File: src/rtl/simd_dot_pkg.sv
package simd_dot_pkg;

  typedef enum logic [3:0] {
    OP_ADD   = 4'd0,
    OP_SUB   = 4'd1,
    OP_AVG   = 4'd2,
    OP_MIN   = 4'd3,
    OP_MAX   = 4'd4,
    OP_ABS   = 4'd5,
    OP_SRA   = 4'd6,
    OP_AND   = 4'd7,
    OP_OR    = 4'd8,
    OP_XOR   = 4'd9,
    OP_DOTP  = 4'd10,
    OP_SDOTP = 4'd11,
    OP_DOTSC = 4'd12,
    OP_MAC   = 4'd13,
    OP_MSU   = 4'd14,
    OP_CLIP  = 4'd15
  } opcode_e;

  typedef enum logic [2:0] {
    K_LANE,
    K_LOGIC,
    K_DOT,
    K_MAC,
    K_CLIP
  } kind_e;

  typedef enum logic [2:0] {
    L_ADD,
    L_SUB,
    L_AVG,
    L_MIN,
    L_MAX,
    L_ABS,
    L_SRA
  } lane_e;

  typedef enum logic [1:0] {
    G_AND,
    G_OR,
    G_XOR
  } logic_e;

  // Strobes from control to datapath
  typedef struct packed {
    logic   load;
    kind_e  kind;
    lane_e  laneOp;
    logic_e logicOp;
    logic   laneHalf;
    logic   useAcc;
    logic   negate;
    logic   replicate;
    logic   roundEn;
  } strobe_t;

endpackage

File: src/rtl/simd_lane.sv
module simd_lane
  import simd_dot_pkg::*;
#(
  parameter int W = 8,
  localparam int SH = $clog2(W)
) (
  input  lane_e                 laneOp,
  input  logic [W-1:0]          a,
  input  logic [W-1:0]          b,
  input  logic [W-1:0]          bDot,
  input  logic [SH-1:0]         sh,
  output logic [W-1:0]          res,
  output logic signed [2*W-1:0] prod
);

  logic signed [W-1:0] sa;
  logic signed [W-1:0] sb;
  logic signed [W-1:0] sd;
  logic [W:0]          sumWide;
  logic [W:0]          diffWide;

  assign sa = a;
  assign sb = b;
  assign sd = bDot;

  // One extra bit so the average never wraps
  assign sumWide  = {a[W-1], a} + {b[W-1], b};
  assign diffWide = {a[W-1], a} - {b[W-1], b};

  assign prod = (2*W)'(sa) * (2*W)'(sd);

  always_comb begin
    unique case (laneOp)
      L_ADD:   res = sumWide[W-1:0];
      L_SUB:   res = diffWide[W-1:0];
      L_AVG:   res = sumWide[W:1];
      L_MIN:   res = (sa < sb) ? a : b;
      L_MAX:   res = (sa > sb) ? a : b;
      L_ABS:   res = sa[W-1] ? (~a + 1'b1) : a;
      L_SRA:   res = W'(sa >>> sh);
      default: res = '0;
    endcase
  end

endmodule

File: src/rtl/simd_dot_ctrl.sv
module simd_dot_ctrl
  import simd_dot_pkg::*;
(
  input  logic       clk,
  input  logic       rst,
  input  logic       inValid,
  input  logic [3:0] opcode,
  input  logic       laneHalf,
  input  logic       roundEn,
  output strobe_t    st,
  output logic       outValid
);

  always_comb begin
    st           = '0;
    st.load      = inValid;
    st.laneHalf  = laneHalf;
    st.roundEn   = roundEn;
    st.kind      = K_LANE;
    st.laneOp    = L_ADD;
    st.logicOp   = G_AND;
    unique case (opcode_e'(opcode))
      OP_ADD:   st.laneOp = L_ADD;
      OP_SUB:   st.laneOp = L_SUB;
      OP_AVG:   st.laneOp = L_AVG;
      OP_MIN:   st.laneOp = L_MIN;
      OP_MAX:   st.laneOp = L_MAX;
      OP_ABS:   st.laneOp = L_ABS;
      OP_SRA:   st.laneOp = L_SRA;
      OP_AND:   begin st.kind = K_LOGIC; st.logicOp = G_AND; end
      OP_OR:    begin st.kind = K_LOGIC; st.logicOp = G_OR;  end
      OP_XOR:   begin st.kind = K_LOGIC; st.logicOp = G_XOR; end
      OP_DOTP:  st.kind = K_DOT;
      OP_SDOTP: begin st.kind = K_DOT; st.useAcc = 1'b1; end
      OP_DOTSC: begin st.kind = K_DOT; st.replicate = 1'b1; end
      OP_MAC:   st.kind = K_MAC;
      OP_MSU:   begin st.kind = K_MAC; st.negate = 1'b1; end
      OP_CLIP:  st.kind = K_CLIP;
      default:  st.kind = K_LANE;
    endcase
  end

  always_ff @(posedge clk) begin
    if (rst) outValid <= 1'b0;
    else     outValid <= inValid;
  end

  AST_LOAD_FLAGS_VALID: assert property (@(posedge clk) disable iff (rst)
    st.load |=> outValid);
  AST_IDLE_CLEARS_VALID: assert property (@(posedge clk) disable iff (rst)
    !st.load |=> !outValid);

endmodule

File: src/rtl/simd_dot_datapath.sv
module simd_dot_datapath
  import simd_dot_pkg::*;
#(
  parameter int DATA_W = 32,
  localparam int SHAMT_W = $clog2(DATA_W),
  localparam int NB = DATA_W / 8,
  localparam int NH = DATA_W / 16,
  localparam int MAC_W = DATA_W / 2
) (
  input  logic               clk,
  input  logic               rst,
  input  strobe_t            st,
  input  logic [DATA_W-1:0]  srcA,
  input  logic [DATA_W-1:0]  srcB,
  input  logic [DATA_W-1:0]  acc,
  input  logic [SHAMT_W-1:0] shamt,
  output logic [DATA_W-1:0]  result
);

  logic [DATA_W-1:0] laneB;
  logic [DATA_W-1:0] laneH;
  logic signed [15:0] prodB [NB];
  logic signed [31:0] prodH [NH];

  // Byte lanes
  for (genvar i = 0; i < NB; i++) begin : g_byte
    logic [7:0] bDot;
    assign bDot = st.replicate ? srcB[7:0] : srcB[8*i +: 8];
    simd_lane #(.W(8)) u_lane (
      .laneOp (st.laneOp),
      .a      (srcA[8*i +: 8]),
      .b      (srcB[8*i +: 8]),
      .bDot   (bDot),
      .sh     (shamt[2:0]),
      .res    (laneB[8*i +: 8]),
      .prod   (prodB[i])
    );
  end

  // Halfword lanes
  for (genvar j = 0; j < NH; j++) begin : g_half
    logic [15:0] bDot;
    assign bDot = st.replicate ? srcB[15:0] : srcB[16*j +: 16];
    simd_lane #(.W(16)) u_lane (
      .laneOp (st.laneOp),
      .a      (srcA[16*j +: 16]),
      .b      (srcB[16*j +: 16]),
      .bDot   (bDot),
      .sh     (shamt[3:0]),
      .res    (laneH[16*j +: 16]),
      .prod   (prodH[j])
    );
  end

  // Dot-product reduction, products sign-extended to the word
  logic [DATA_W-1:0] dotB;
  logic [DATA_W-1:0] dotH;
  logic [DATA_W-1:0] dotOut;

  always_comb begin
    dotB = '0;
    for (int i = 0; i < NB; i++) dotB = dotB + DATA_W'(prodB[i]);
    dotH = '0;
    for (int j = 0; j < NH; j++) dotH = dotH + DATA_W'(prodH[j]);
    dotOut = (st.useAcc ? acc : '0) + (st.laneHalf ? dotH : dotB);
  end

  // Multiply-accumulate with normalization and rounding
  logic signed [DATA_W-1:0] macProd;
  logic [DATA_W-1:0]        macSum;
  logic signed [DATA_W:0]   macExt;
  logic signed [DATA_W:0]   rndAdd;
  logic signed [DATA_W:0]   macShifted;

  assign macProd = DATA_W'($signed(srcA[MAC_W-1:0])) * DATA_W'($signed(srcB[MAC_W-1:0]));
  assign macSum  = st.negate ? (acc - macProd) : (acc + macProd);
  assign macExt  = {macSum[DATA_W-1], macSum};

  always_comb begin
    rndAdd = '0;
    if (st.roundEn && (shamt != '0)) rndAdd[shamt - 1'b1] = 1'b1;
  end

  assign macShifted = (macExt + rndAdd) >>> shamt;

  // Scalar clip
  logic signed [DATA_W-1:0] clipHi;
  logic signed [DATA_W-1:0] clipLo;
  logic [DATA_W-1:0]        clipOut;

  always_comb begin
    clipHi = (DATA_W'(1) << shamt) - DATA_W'(1);
    clipLo = ~clipHi;
    if (shamt >= SHAMT_W'(DATA_W - 1))       clipOut = srcA;
    else if ($signed(srcA) > clipHi)         clipOut = clipHi;
    else if ($signed(srcA) < clipLo)         clipOut = clipLo;
    else                                     clipOut = srcA;
  end

  // Result select and register
  logic [DATA_W-1:0] nextResult;
  logic [DATA_W-1:0] logicOut;

  always_comb begin
    unique case (st.logicOp)
      G_AND:   logicOut = srcA & srcB;
      G_OR:    logicOut = srcA | srcB;
      G_XOR:   logicOut = srcA ^ srcB;
      default: logicOut = '0;
    endcase
    unique case (st.kind)
      K_LANE:  nextResult = st.laneHalf ? laneH : laneB;
      K_LOGIC: nextResult = logicOut;
      K_DOT:   nextResult = dotOut;
      K_MAC:   nextResult = macShifted[DATA_W-1:0];
      K_CLIP:  nextResult = clipOut;
      default: nextResult = '0;
    endcase
  end

  always_ff @(posedge clk) begin
    if (rst)          result <= '0;
    else if (st.load) result <= nextResult;
  end

  AST_IDLE_HOLDS_RESULT: assert property (@(posedge clk) disable iff (rst)
    !st.load |=> $stable(result));
  AST_AND_ZERO_MASK: assert property (@(posedge clk) disable iff (rst)
    (st.load && st.kind == K_LOGIC && st.logicOp == G_AND && srcB == '0) |=> (result == '0));
  AST_SDOTP_ZERO_SRC: assert property (@(posedge clk) disable iff (rst)
    (st.load && st.kind == K_DOT && st.useAcc && srcA == '0) |=> (result == $past(acc)));
  AST_CLIP_UNIT_RANGE: assert property (@(posedge clk) disable iff (rst)
    (st.load && st.kind == K_CLIP && shamt == '0) |=> (result == '0 || result == '1));

endmodule

File: src/rtl/simd_dot_unit.sv
module simd_dot_unit
  import simd_dot_pkg::*;
#(
  parameter int DATA_W = 32,
  localparam int SHAMT_W = $clog2(DATA_W)
) (
  input  logic               clk,
  input  logic               rst,
  input  logic               inValid,
  input  logic [3:0]         opcode,
  input  logic               laneHalf,
  input  logic               roundEn,
  input  logic [DATA_W-1:0]  srcA,
  input  logic [DATA_W-1:0]  srcB,
  input  logic [DATA_W-1:0]  acc,
  input  logic [SHAMT_W-1:0] shamt,
  output logic [DATA_W-1:0]  result,
  output logic               outValid
);

  strobe_t st;

  simd_dot_ctrl u_ctrl (
    .clk      (clk),
    .rst      (rst),
    .inValid  (inValid),
    .opcode   (opcode),
    .laneHalf (laneHalf),
    .roundEn  (roundEn),
    .st       (st),
    .outValid (outValid)
  );

  simd_dot_datapath #(.DATA_W(DATA_W)) u_dp (
    .clk    (clk),
    .rst    (rst),
    .st     (st),
    .srcA   (srcA),
    .srcB   (srcB),
    .acc    (acc),
    .shamt  (shamt),
    .result (result)
  );

endmodule

File: config.mk
export PLATFORM = sky130hd
export DESIGN_NAME = simd_dot_unit
export DESIGN_NICKNAME = d
export VERILOG_FILES = /design/src/rtl/simd_dot_pkg.sv /design/src/rtl/simd_lane.sv /design/src/rtl/simd_dot_ctrl.sv /design/src/rtl/simd_dot_datapath.sv /design/src/rtl/simd_dot_unit.sv
export SDC_FILE = /design/constraint.sdc
export NUM_CORES = 2
export LEC_CHECK = 0
export BUFFER_PORTS_ARGS = -buffer_cell sky130_fd_sc_hd__buf_2
export CORE_ASPECT_RATIO = 1.5
export CORE_MARGIN = 2
export CORE_UTILIZATION = 32
export CTS_CLUSTER_DIAMETER = 40
export DETAILED_ROUTE_END_ITERATION = 8
export GPL_ROUTABILITY_DRIVEN = 1
export PLACE_DENSITY = 0.53
export SLEW_MARGIN = 20
export SYNTH_ARGS = -nofsm -noshare
export SYNTH_HDL_FRONTEND = slang
export SYNTH_SLANG_ARGS = --single-unit
File: constraint.sdc
create_clock -name clk -period 13.7 [get_ports clk]
set_input_delay 0.685 -clock clk [delete_from_list [all_inputs] [get_ports clk]]
set_output_delay 0.685 -clock clk [all_outputs]
set_load 0.02 [all_outputs]
==> metrics.csv <==
metric,value,unit
ant_nets,0,
syn_inst,6968,
cp_num_cells,47,
clk_latency,0.30,ns
yosys-top-cells-area,"fa_1 31%, ha_1 13%, inv_1 8.0%",
clock_sinks,33,
drtIter0Drc,4759,
holdPathStages,2,
cp_data_arrival_time,13.30,ns
fmax,0.07606,GHz
core_area,165300,um^2
slew_headroom,0.2265,
final_util,0.3461,
worstSetupStartpointType,input port,
die_area,169300,um^2
cts_root_buffer,clkbuf_16,
grt_usage,0.3029,
cp.required,13.85,ns
drv_cap,0,
ys.flop_type,dfxtp_1,
r2r_cells,4,
cts_tree,built,
htree_levels,2,
ys_ff_latch,33,
cpMostUsedCell,fa_1,
max_stage_delay,0.62,ns
grt-ovfl-total,0,
nets,8468,
die_w,336.7,um
cts_setup_buffers,0,
yosysTopAreaCellShare,0.3094,
drive_gt1_frac,0.06929,
synth-edff-count,0,
fin_skew,0,ns
routed_wl,259.5,mm
grt_pass1_wl,372.0,mm
finalHoldViolCount,0,
cp-end-kind,flip-flop,
via_count,52080,
fin_crit_sh,0.9597,
path_max_fanout,12,
setup_viol,0,
yosysTopAreaCell,fa_1,
drc_errors,0,
fp-row-count,183,
cp_slowest_cell,or4_1,
pin_count,143,
routabilityCongestion,1.026,
via_per_inst,5.662,
postCtsHoldBufs,0,
antenna_found_initial,21,
worstMarginPinSlew,1.159,ns
numCtsBuffers,5,
rsz0062_at_grt,no,
async_reset_ff_frac,0,
clockBufferDepth,2,
n_fill_cell,17740,
wire_per_inst,28.21,um
yosys_warnings,0,
critPathKind,in -> reg,
grt_max_degree,71,
ys_seq_area_frac,0.01244,
fin_crit,13.15,ns
dp_hpwl,216.1,mm
floorplan.initialDensity,0.3213,
path_buf_inv,10,
grt_pass1_vias,53320,
hold_class,reg -> reg,
drtPass1Iterations,8,
clk_pin_slew,0.07,ns
portBuffers,142,
avgSynthCellArea,7.624,um^2
r2r_slack,12.51,ns
synth_cell_types,84,
crit_family,adder cells,
slew_violations,0,
syn-cell-area,53120,um^2
status,finished clean,
setup-tns-final,0,ns
die_h,503.0,um
area_growth,7.697,%
-- flip-flops by register name (all words and copies together), names as in the netlist --
signal,count
u_dp.result,32
u_ctrl.outValid,1
-- worst min-delay path: stages, from the launching register on --
cell	delay [ns]
dfxtp_1	0.31
nor2_1	0.08
nor3_1	0.05
-- repair_timing --
| action | CTS | global route |
|---|---|---|
| endpoints found under the hold margin | 0 | 0 |
| resized for setup | 0 | 5 |
| endpoints found under the setup margin | 0 | 6 |
-- cell usage in the layout, fill, tap and decap left out, types with 40 or more instances in the layout --
| cell type | instances |
|---|---|
| a221oi_1 | 40 |
| o31ai_1 | 42 |
| buf_2 | 140 |
| nand3_1 | 62 |
| inv_1 | 1129 |
| a21o_1 | 70 |
| nor2_1 | 755 |
| ha_1 | 566 |
| o21ai_0 | 347 |
| mux2i_1 | 134 |
| o221ai_1 | 94 |
| a211oi_1 | 55 |
| a21oi_1 | 555 |
| xnor2_1 | 260 |
| xor2_1 | 85 |
| o21a_1 | 54 |
| fa_1 | 821 |
| o21bai_1 | 67 |
| and2_1 | 47 |
| nand2b_1 | 59 |
| nor3_1 | 78 |
| buf_4 | 235 |
| nand2_1 | 669 |
| o211ai_1 | 51 |
-- final timing paths --
| kind | endpoint | start |
|---|---|---|
| setup reg to reg | u_dp.result[6]$_SDFFE_PP0P_ | u_dp.result[6]$_SDFFE_PP0P_ |
| setup / recovery | u_dp.result[5]$_SDFFE_PP0P_ | srcB[10] |
| hold reg to reg | u_dp.result[20]$_SDFFE_PP0P_ | u_dp.result[20]$_SDFFE_PP0P_ |
| hold / removal | u_dp.result[20]$_SDFFE_PP0P_ | u_dp.result[20]$_SDFFE_PP0P_ |
-- metal layers --
| layer | global-route usage | vias to the layer above | share of wire | routed length [um] |
|---|---|---|---|---|
| met2 | 0.5212 | 2475 | 0.48 | 124300 |
| met1 | 0.3268 | 25820 | 0.35 | 90710 |
| met3 | 0.04569 | 839 | 0.066 | 17080 |
| met4 | 0.2546 | 28 | 0.11 | 27260 |
| met5 | 0 | - | 0.00060 | 157 |
| li1 | - | 22920 | - | - |
-- cell type report --
cell class	count	area, um^2	area share
multi-input cells	5398	46790	0.8179
inverters	1158	4350	0.07604
repair buffers	375	2465	0.04308
clock inverters	1	7.507	0.0001312
clock buffers	6	138.9	0.002428
flip-flops and latches	33	660.6	0.01155
well taps	2220	2778	0.04855
diodes	8	20.02	0.0003499
-- cell usage after synthesis, types with 31 or more instances --
cell / instances
a211oi_1: 55
a21o_1: 70
a21oi_1: 557
a221oi_1: 40
a31oi_1: 37
and2_1: 47
buf_1: 47
clkbuf_1: 330
dfxtp_1: 33
fa_1: 821
ha_1: 566
inv_1: 1129
mux2i_1: 134
nand2_1: 671
nand2b_1: 59
nand3_1: 63
nor2_1: 759
nor2b_1: 34
nor3_1: 82
o211ai_1: 51
o21a_1: 54
o21ai_0: 348
o21bai_1: 67
o221ai_1: 94
o22ai_1: 34
o31ai_1: 42
or2_2: 31
xnor2_1: 264
xor2_1: 85
-- cell families (layout without fill, tap and decap cells) --
logic type,Yosys count,in the layout,share of synthesized area
and+or+nand+nor,1851,1851,0.1481
xor gates and xnor gates,353,353,0.05900
other,2,12,0.0001414
AOI/OAI and AO/OA,1647,1647,0.1961
DFF,33,33,0.01244
adders and majority gates,1387,1387,0.4427
buffers and inverters,1539,1540,0.1088
muxes,156,156,0.03267
-- metrics by stage --
| stage | hold WS (ns) | setup WS (ns) | cell area, um^2 | std cells |
|---|---|---|---|---|
| 2_1_floorplan | 0.5473 | 1.071 | 53130 | 6970 |
| 3_3_place_gp | 0.4695 | 0.1298 | 57000 | 9184 |
| 3_5_place_dp | 0.4790 | 0.1156 | 57000 | 9184 |
| 4_1_cts | 0.4878 | 0.4075 | 57150 | 9191 |
| 5_1_grt | 0.5122 | 0.01182 | 57200 | 9194 |
| 6_report | 0.4854 | 0.5517 | 57210 | 9199 |
Power is left out: the tool's default activity adds up to more than one toggle a clock period on the data nets, which glitch-free logic cannot reach.
